`src/rtl/psb_pkg.sv`:
```
package psb_pkg;
  localparam int BYTE_W = 8;

  typedef enum logic {
    FILL_BEGIN = 1'b0,
    FILL_END   = 1'b1
  } fill_e;
endpackage

```
`src/rtl/psb_mask_gen.sv`:
```
module psb_mask_gen #(
  parameter int LANES = 8,
  localparam int OFS_W = $clog2(LANES)
) (
  input  logic [OFS_W-1:0]   ofs,
  input  logic [OFS_W-1:0]   base,
  input  logic               unit_dw,
  input  psb_pkg::fill_e     fill,
  output logic [LANES-1:0]   mask,
  output logic               zero_len
);
  localparam int HALF = LANES / 2;

  function automatic logic [LANES-1:0] fill_mask(input int k, input int n, input logic is_end);
    logic [LANES-1:0] m;
    m = '0;
    for (int j = 0; j < LANES; j++) begin
      if (j < n) m[j] = is_end ? (j < k) : (j >= k);
    end
    return m;
  endfunction

  logic [LANES-1:0] unit_mask;

  always_comb begin
    unit_mask = fill_mask(int'(ofs), unit_dw ? LANES : HALF, fill == psb_pkg::FILL_END);
    mask      = unit_mask << base;
    zero_len  = (fill == psb_pkg::FILL_END) && (ofs == '0);
  end
endmodule

```
`src/rtl/psb_lane_align.sv`:
```
module psb_lane_align #(
  parameter int LANES = 8,
  localparam int DATA_W = LANES * psb_pkg::BYTE_W,
  localparam int OFS_W = $clog2(LANES)
) (
  input  logic [DATA_W-1:0] value,
  input  logic              unit_dw,
  input  logic [OFS_W-1:0]  base,
  input  logic [LANES-1:0]  mask,
  output logic [DATA_W-1:0] data
);
  localparam int HALF = LANES / 2;
  localparam int BW = psb_pkg::BYTE_W;

  function automatic logic [DATA_W-1:0] place_bytes(input logic [DATA_W-1:0] v,
                                                    input logic dw, input int b);
    logic [DATA_W-1:0] d;
    d = '0;
    for (int j = 0; j < LANES; j++) begin
      if (dw)
        d[BW*(LANES-1-j) +: BW] = v[BW*(LANES-1-j) +: BW];
      else if (j >= b && j < b + HALF)
        d[BW*(LANES-1-j) +: BW] = v[BW*(HALF-1-(j-b)) +: BW];
    end
    return d;
  endfunction

  function automatic logic [DATA_W-1:0] expand(input logic [LANES-1:0] m);
    logic [DATA_W-1:0] e;
    for (int j = 0; j < LANES; j++) e[BW*(LANES-1-j) +: BW] = {BW{m[j]}};
    return e;
  endfunction

  logic [DATA_W-1:0] placed;

  always_comb begin
    placed = place_bytes(value, unit_dw, int'(base));
    data   = placed & expand(mask);
  end
endmodule

```
`src/rtl/psb_out_reg.sv`:
```
module psb_out_reg #(
  parameter int ADDR_W = 64,
  parameter int LANES  = 8,
  localparam int DATA_W = LANES * psb_pkg::BYTE_W
) (
  input  logic              clk,
  input  logic              rst_n,
  input  logic              load,
  input  logic              take,
  input  logic [ADDR_W-1:0] n_addr,
  input  logic [DATA_W-1:0] n_data,
  input  logic [LANES-1:0]  n_be,
  input  logic              n_probe,
  input  logic              n_illegal,
  input  logic              n_wb_valid,
  input  logic [ADDR_W-1:0] n_wb_value,
  output logic              q_valid,
  output logic [ADDR_W-1:0] q_addr,
  output logic [DATA_W-1:0] q_data,
  output logic [LANES-1:0]  q_be,
  output logic              q_probe,
  output logic              q_illegal,
  output logic              q_wb_valid,
  output logic [ADDR_W-1:0] q_wb_value
);
  always_ff @(posedge clk or negedge rst_n) begin
    if (!rst_n) begin
      q_valid    <= 1'b0;
      q_addr     <= '0;
      q_data     <= '0;
      q_be       <= '0;
      q_probe    <= 1'b0;
      q_illegal  <= 1'b0;
      q_wb_valid <= 1'b0;
      q_wb_value <= '0;
    end else if (load) begin
      q_valid    <= 1'b1;
      q_addr     <= n_addr;
      q_data     <= n_data;
      q_be       <= n_be;
      q_probe    <= n_probe;
      q_illegal  <= n_illegal;
      q_wb_valid <= n_wb_valid;
      q_wb_value <= n_wb_value;
    end else if (take) begin
      q_valid    <= 1'b0;
      q_data     <= '0;
      q_be       <= '0;
      q_probe    <= 1'b0;
      q_illegal  <= 1'b0;
      q_wb_valid <= 1'b0;
    end
  end
endmodule

```
`src/rtl/partial_store_steer.sv`:
```
module partial_store_steer #(
  parameter int ADDR_W = 64,
  parameter int LANES  = 8,
  localparam int DATA_W = LANES * psb_pkg::BYTE_W,
  localparam int OFS_W  = $clog2(LANES)
) (
  input  logic              clk,
  input  logic              rst_n,
  input  logic              req_valid,
  output logic              req_ready,
  input  logic [ADDR_W-1:0] req_addr,
  input  logic [DATA_W-1:0] req_value,
  input  logic              req_fill_end,
  input  logic              req_modify,
  input  logic              req_dword,
  input  logic              wide_en,
  output logic              wr_valid,
  input  logic              wr_ready,
  output logic [ADDR_W-1:0] wr_addr,
  output logic [DATA_W-1:0] wr_data,
  output logic [LANES-1:0]  wr_be,
  output logic              wr_probe,
  output logic              wr_illegal,
  output logic              wb_valid,
  output logic [ADDR_W-1:0] wb_value
);
  localparam logic [OFS_W-1:0] HALF_BASE = OFS_W'(LANES / 2);

  // Named internal events, brought out for the checker
  logic                accept;
  logic                stall;
  logic                illegal;
  logic [OFS_W-1:0]    ofs;
  logic [OFS_W-1:0]    base;
  logic [LANES-1:0]    raw_mask;
  logic                zero_len;
  logic [LANES-1:0]    nxt_be;
  logic [DATA_W-1:0]   nxt_data;
  logic [ADDR_W-1:0]   nxt_addr;
  logic [ADDR_W-1:0]   nxt_wb;
  psb_pkg::fill_e      fill;

  assign req_ready = !wr_valid || wr_ready;
  assign accept    = req_valid && req_ready;
  assign stall     = wr_valid && !wr_ready;
  assign illegal   = req_dword && !wide_en;
  assign fill      = req_fill_end ? psb_pkg::FILL_END : psb_pkg::FILL_BEGIN;

  always_comb begin
    if (req_dword) begin
      ofs      = req_addr[OFS_W-1:0];
      base     = '0;
      nxt_addr = {req_addr[ADDR_W-1:OFS_W], OFS_W'(0)};
    end else begin
      ofs      = {1'b0, req_addr[OFS_W-2:0]};
      base     = req_addr[OFS_W-1] ? HALF_BASE : '0;
      nxt_addr = {req_addr[ADDR_W-1:OFS_W-1], (OFS_W-1)'(0)};
    end
    nxt_wb = {req_addr[ADDR_W-1:OFS_W], OFS_W'(0)};
    nxt_be = illegal ? '0 : raw_mask;
  end

  psb_mask_gen #(.LANES(LANES)) u_mask (
    .ofs      (ofs),
    .base     (base),
    .unit_dw  (req_dword),
    .fill     (fill),
    .mask     (raw_mask),
    .zero_len (zero_len)
  );

  psb_lane_align #(.LANES(LANES)) u_align (
    .value   (req_value),
    .unit_dw (req_dword),
    .base    (base),
    .mask    (nxt_be),
    .data    (nxt_data)
  );

  psb_out_reg #(.ADDR_W(ADDR_W), .LANES(LANES)) u_oreg (
    .clk        (clk),
    .rst_n      (rst_n),
    .load       (accept),
    .take       (wr_ready),
    .n_addr     (nxt_addr),
    .n_data     (nxt_data),
    .n_be       (nxt_be),
    .n_probe    (zero_len && !illegal),
    .n_illegal  (illegal),
    .n_wb_valid (req_modify && !illegal),
    .n_wb_value (nxt_wb),
    .q_valid    (wr_valid),
    .q_addr     (wr_addr),
    .q_data     (wr_data),
    .q_be       (wr_be),
    .q_probe    (wr_probe),
    .q_illegal  (wr_illegal),
    .q_wb_valid (wb_valid),
    .q_wb_value (wb_value)
  );
endmodule

```
`config.mk`:
```
export PLATFORM = sky130hd
export DESIGN_NAME = partial_store_steer
export DESIGN_NICKNAME = d
export VERILOG_FILES = /design/src/rtl/psb_pkg.sv /design/src/rtl/psb_mask_gen.sv /design/src/rtl/psb_lane_align.sv /design/src/rtl/psb_out_reg.sv /design/src/rtl/partial_store_steer.sv
export SDC_FILE = /design/constraint.sdc
export NUM_CORES = 1
export LEC_CHECK = 0
export BUFFER_PORTS_ARGS = -buffer_cell sky130_fd_sc_hd__buf_2
export CAP_MARGIN = 10
export CORE_ASPECT_RATIO = 0.75
export CORE_MARGIN = 3
export CORE_UTILIZATION = 42
export CTS_CLUSTER_SIZE = 12
export DETAILED_ROUTE_END_ITERATION = 6
export PLACE_DENSITY = 0.77
export SYNTH_ARGS = -nofsm -noshare
export SYNTH_HDL_FRONTEND = slang
export SYNTH_HIERARCHICAL = 1
export SYNTH_SLANG_ARGS = --single-unit
export TNS_END_PERCENT = 30
```
`constraint.sdc`:
```
create_clock -name clk -period 1.9 [get_ports clk]
set_input_delay 0.095 -clock clk [delete_from_list [all_inputs] [get_ports clk]]
set_output_delay 0.095 -clock clk [all_outputs]
set_load 0.1 [all_outputs]
```
==> impl_metrics.toml <==
[clock_network]
clkTransAtPathRegs_ns = 0.06
worstSkewPairLatency_ns = 0.52
numCtsBuffers = 23
cts_root_buffer = "clkbuf_16"
cts_tree = "done"
htreeDepth = 1
clockBufferDepth = 3
cts.sinks = 204

[power]
ir_drop_mv = 1.13
p_per_area_nw_per_um2 = 1060
p_leak_nw = 7.33

[global_route]
grt_pass1_vias = 9348
overflow = 0
grt.total_usage_pct = 26.0
grt_pass1_wl_um = 58800
grt_max_degree = 60
antenna_found_initial = 10

[worst_setup_path]
cp_max_fo = 4
cp_data_required_time_ns = 2.31
r2r-start = "u_oreg/q_valid"
cp.arrival_ns = 2.24
ff2ff_path_depth = 5
path_common_cell = "o211ai_1"
cp_top_family = "compound AO/OA/AOI/OAI gates"
crit_path_end_kind = "flop"
worst-path-stages = 12
path_class = "in2reg"
crit_path_top_delay_cell = "a221o_2"
reg2reg_to = "u_oreg/q_wb_value[27]"
critPathLaunch = "req_addr[2]"
critPathBufInv = 3
start_kind = "primary input"
r2r_setup_slack_ns = 0.07
slowest_delay_ns = 0.39
path_cells = "buf_2, nor2b_4, buf_6, maj3_2, o211ai_1, o211ai_1, and2_4, or4b_4, nor3_4, buf_4, a221o_2, a22o_1"

[floorplanning]
rows = 51
num_io_pins = 341
initial_core_util_pct = 43.2
die_width_um = 196
fp.dieH_um = 148
coreArea_um2 = 26200
die-area_um2 = 29000

[drt]
dr.pass1.iters = 5
vias = 9252
drt_iter0_drc = 752
drt.antenna.violating_nets = 0
viasPerCell = 5.75
routedWlPerCell_um = 24.5
wirelength_um = 39500
drc = 0

[timing]
slew_headroom_pct = 42.9
fin_skew_ns = 0.0133
grt_setup_unrepaired = "no"
worstMarginPinSlew_ns = 0.856
setup_viol = 0
min_period_ns = 1.84
holdWs_ns = 0.0295
finalCritPeriodShare_pct = 96.6
setup_ws_ns = 0.0645
finalMaxSlewViolations = 0
fmaxAchievable_mhz = 545
hold_violations = 0

[synthesis]
postSynthAreaPerCell_um2 = 14.1
ys.flop_type = "dfrtp_1"
yosysWarnings = 6
synth_top_family_by_area = "multiplexers"
ys_seq_area_share_pct = 45.1
synth_fa_ha_area_share_pct = 1.98
synth_edf_count = 0
ys_types = 60
async_flop_share_pct = 100
synth_xor_area_share_pct = 0.464
yosys.area_share.simple_pct = 7.63
synth_area_um2 = 11300
synth-compound-area-share_pct = 12.1
syn_inst = 801
synthMuxAreaShare_pct = 28.0
ys_seq_elements = 204

[flow_run]
drv_cap = 0

[run_status]
status = "finished clean"

[worst_hold_path]
hold_start = "req_value[57]"
whs_endpoint = "u_oreg/q_data[57]"
holdPathStages = 3
min_path_type = "in2reg"

[finish]
utilization_pct = 57.6
drive_gt1_share_pct = 52.1
seq_area_um2 = 5110
layout.nets = 1401
multi_input_area_um2 = 5860
area.growth.synth_to_final_pct = 33.5
nFillCells = 2067
final_common_cell = "buf_2"
final_cell_mix = "buf_2, dfrtp_1, mux2_4"

[placement]
port_buffers = 340
hpwl_um = 27200
place.gp.congestion = 0.920
pre_cts_ws_ns = -0.627
logic make-up after synthesis:
family	count (synthesis)
flip-flops	204
AND/OR/NAND/NOR	133
XOR/XNOR	6
other	1
buffers and inverters	78
adder cells (fa/ha/maj)	18
multiplexers	195
AO/OA/AOI/OAI	166
final cells by class:
class	instances	area share, %
multi-input cells	537	38.8
flip-flops and latches	204	33.8
repair buffers	469	19.7
clock buffers	34	4.35
well taps	344	2.85
inverters	13	0.339
clock inverters	4	0.182
diodes	3	0.0497
routing by layer:
metal,vias to the layer above,track usage [%],part of all wire (%)
met3,98,5.96,9.1
li1,3992,-,-
met5,-,0,0.23
met2,562,43.1,48
met1,4586,34.0,39
met4,14,8.76,3.7
power by group:
part | switching [W] | internal (W) | leakage (nW)
logic | 0.00512 | 0.00166 | 4.45
clock network | 0.00177 | 0.00238 | 0.337
registers | 0.000302 | 0.00484 | 2.54
total | 0.00720 | 0.00888 | 7.33
synth_stat cells, drive strengths merged, types with 3 or more instances:
cell type	instances	area, µm²
and4b	8	80.1
clkbuf	10	38.8
inv	13	48.8
nand2b	4	25.0
mux2	129	1770
mux2i	9	90.1
nand2	14	52.6
buf	55	437
a21o	3	22.5
a21oi	4	20.0
nor2b	37	231
nor3	9	55.1
a221o	23	239
and3	16	100
o211ai	4	30.0
o21ai	12	60.1
a22o	75	657
a211oi	4	35.0
nor2	13	51.3
ha	17	213
mux4	57	1310
dfrtp	204	5100
xor2	3	26.3
and2	15	120
a22oi	34	255
xnor2	3	26.3
worst max path at each step:
stage | slack (ns) | to
floorplan | -0.35 | u_oreg/q_data[16]
global placement | -0.56 | u_oreg/q_data[61]
detailed placement | -0.63 | u_oreg/q_data[63]
CTS | 0.01 | u_oreg/q_be[4]
global route | 0.003 | u_oreg/q_data[20]
finish | 0.06 | u_oreg/q_data[22]
state kept, by name, indices dropped and copies added (netlist names):
signal,flops
u_oreg/q_addr,64
u_oreg/q_data,64
u_oreg/q_wb_value,64
u_oreg/q_be,8
u_oreg/q_illegal,1
u_oreg/q_probe,1
u_oreg/q_valid,1
u_oreg/q_wb_valid,1
through the flow:
| stage | cell area [µm²] | total power (W) | std cells | TNS, ns |
|---|---|---|---|---|
| finish | 15100 | 0.0161 | 1608 | 0 |
| global placement | 13700 | 0.0117 | 1500 | -17.09 |
| floorplan | 11500 | 0.0104 | 818 | -12.80 |
| detailed placement | 13700 | 0.0117 | 1500 | -19.37 |
| global route | 15100 | 0.0166 | 1608 | 0 |
| CTS | 15100 | 0.0160 | 1604 | 0 |
tightest hold or removal path, delay by kind of cell:
kind | cells | cell delay, ns
AOI/OAI and AO/OA | 2 | 0.30
buffers and inverters | 1 | 0.12
repair_timing:
item,in CTS,in global routing
hold buffers,66,0
setup buffers,0,0
gates resized for setup,2,11
hold endpoints to repair,307,0
gates cloned,0,1
setup endpoints to repair,13,58
pin swaps,1,8
(Power assumes the default switching activity.)
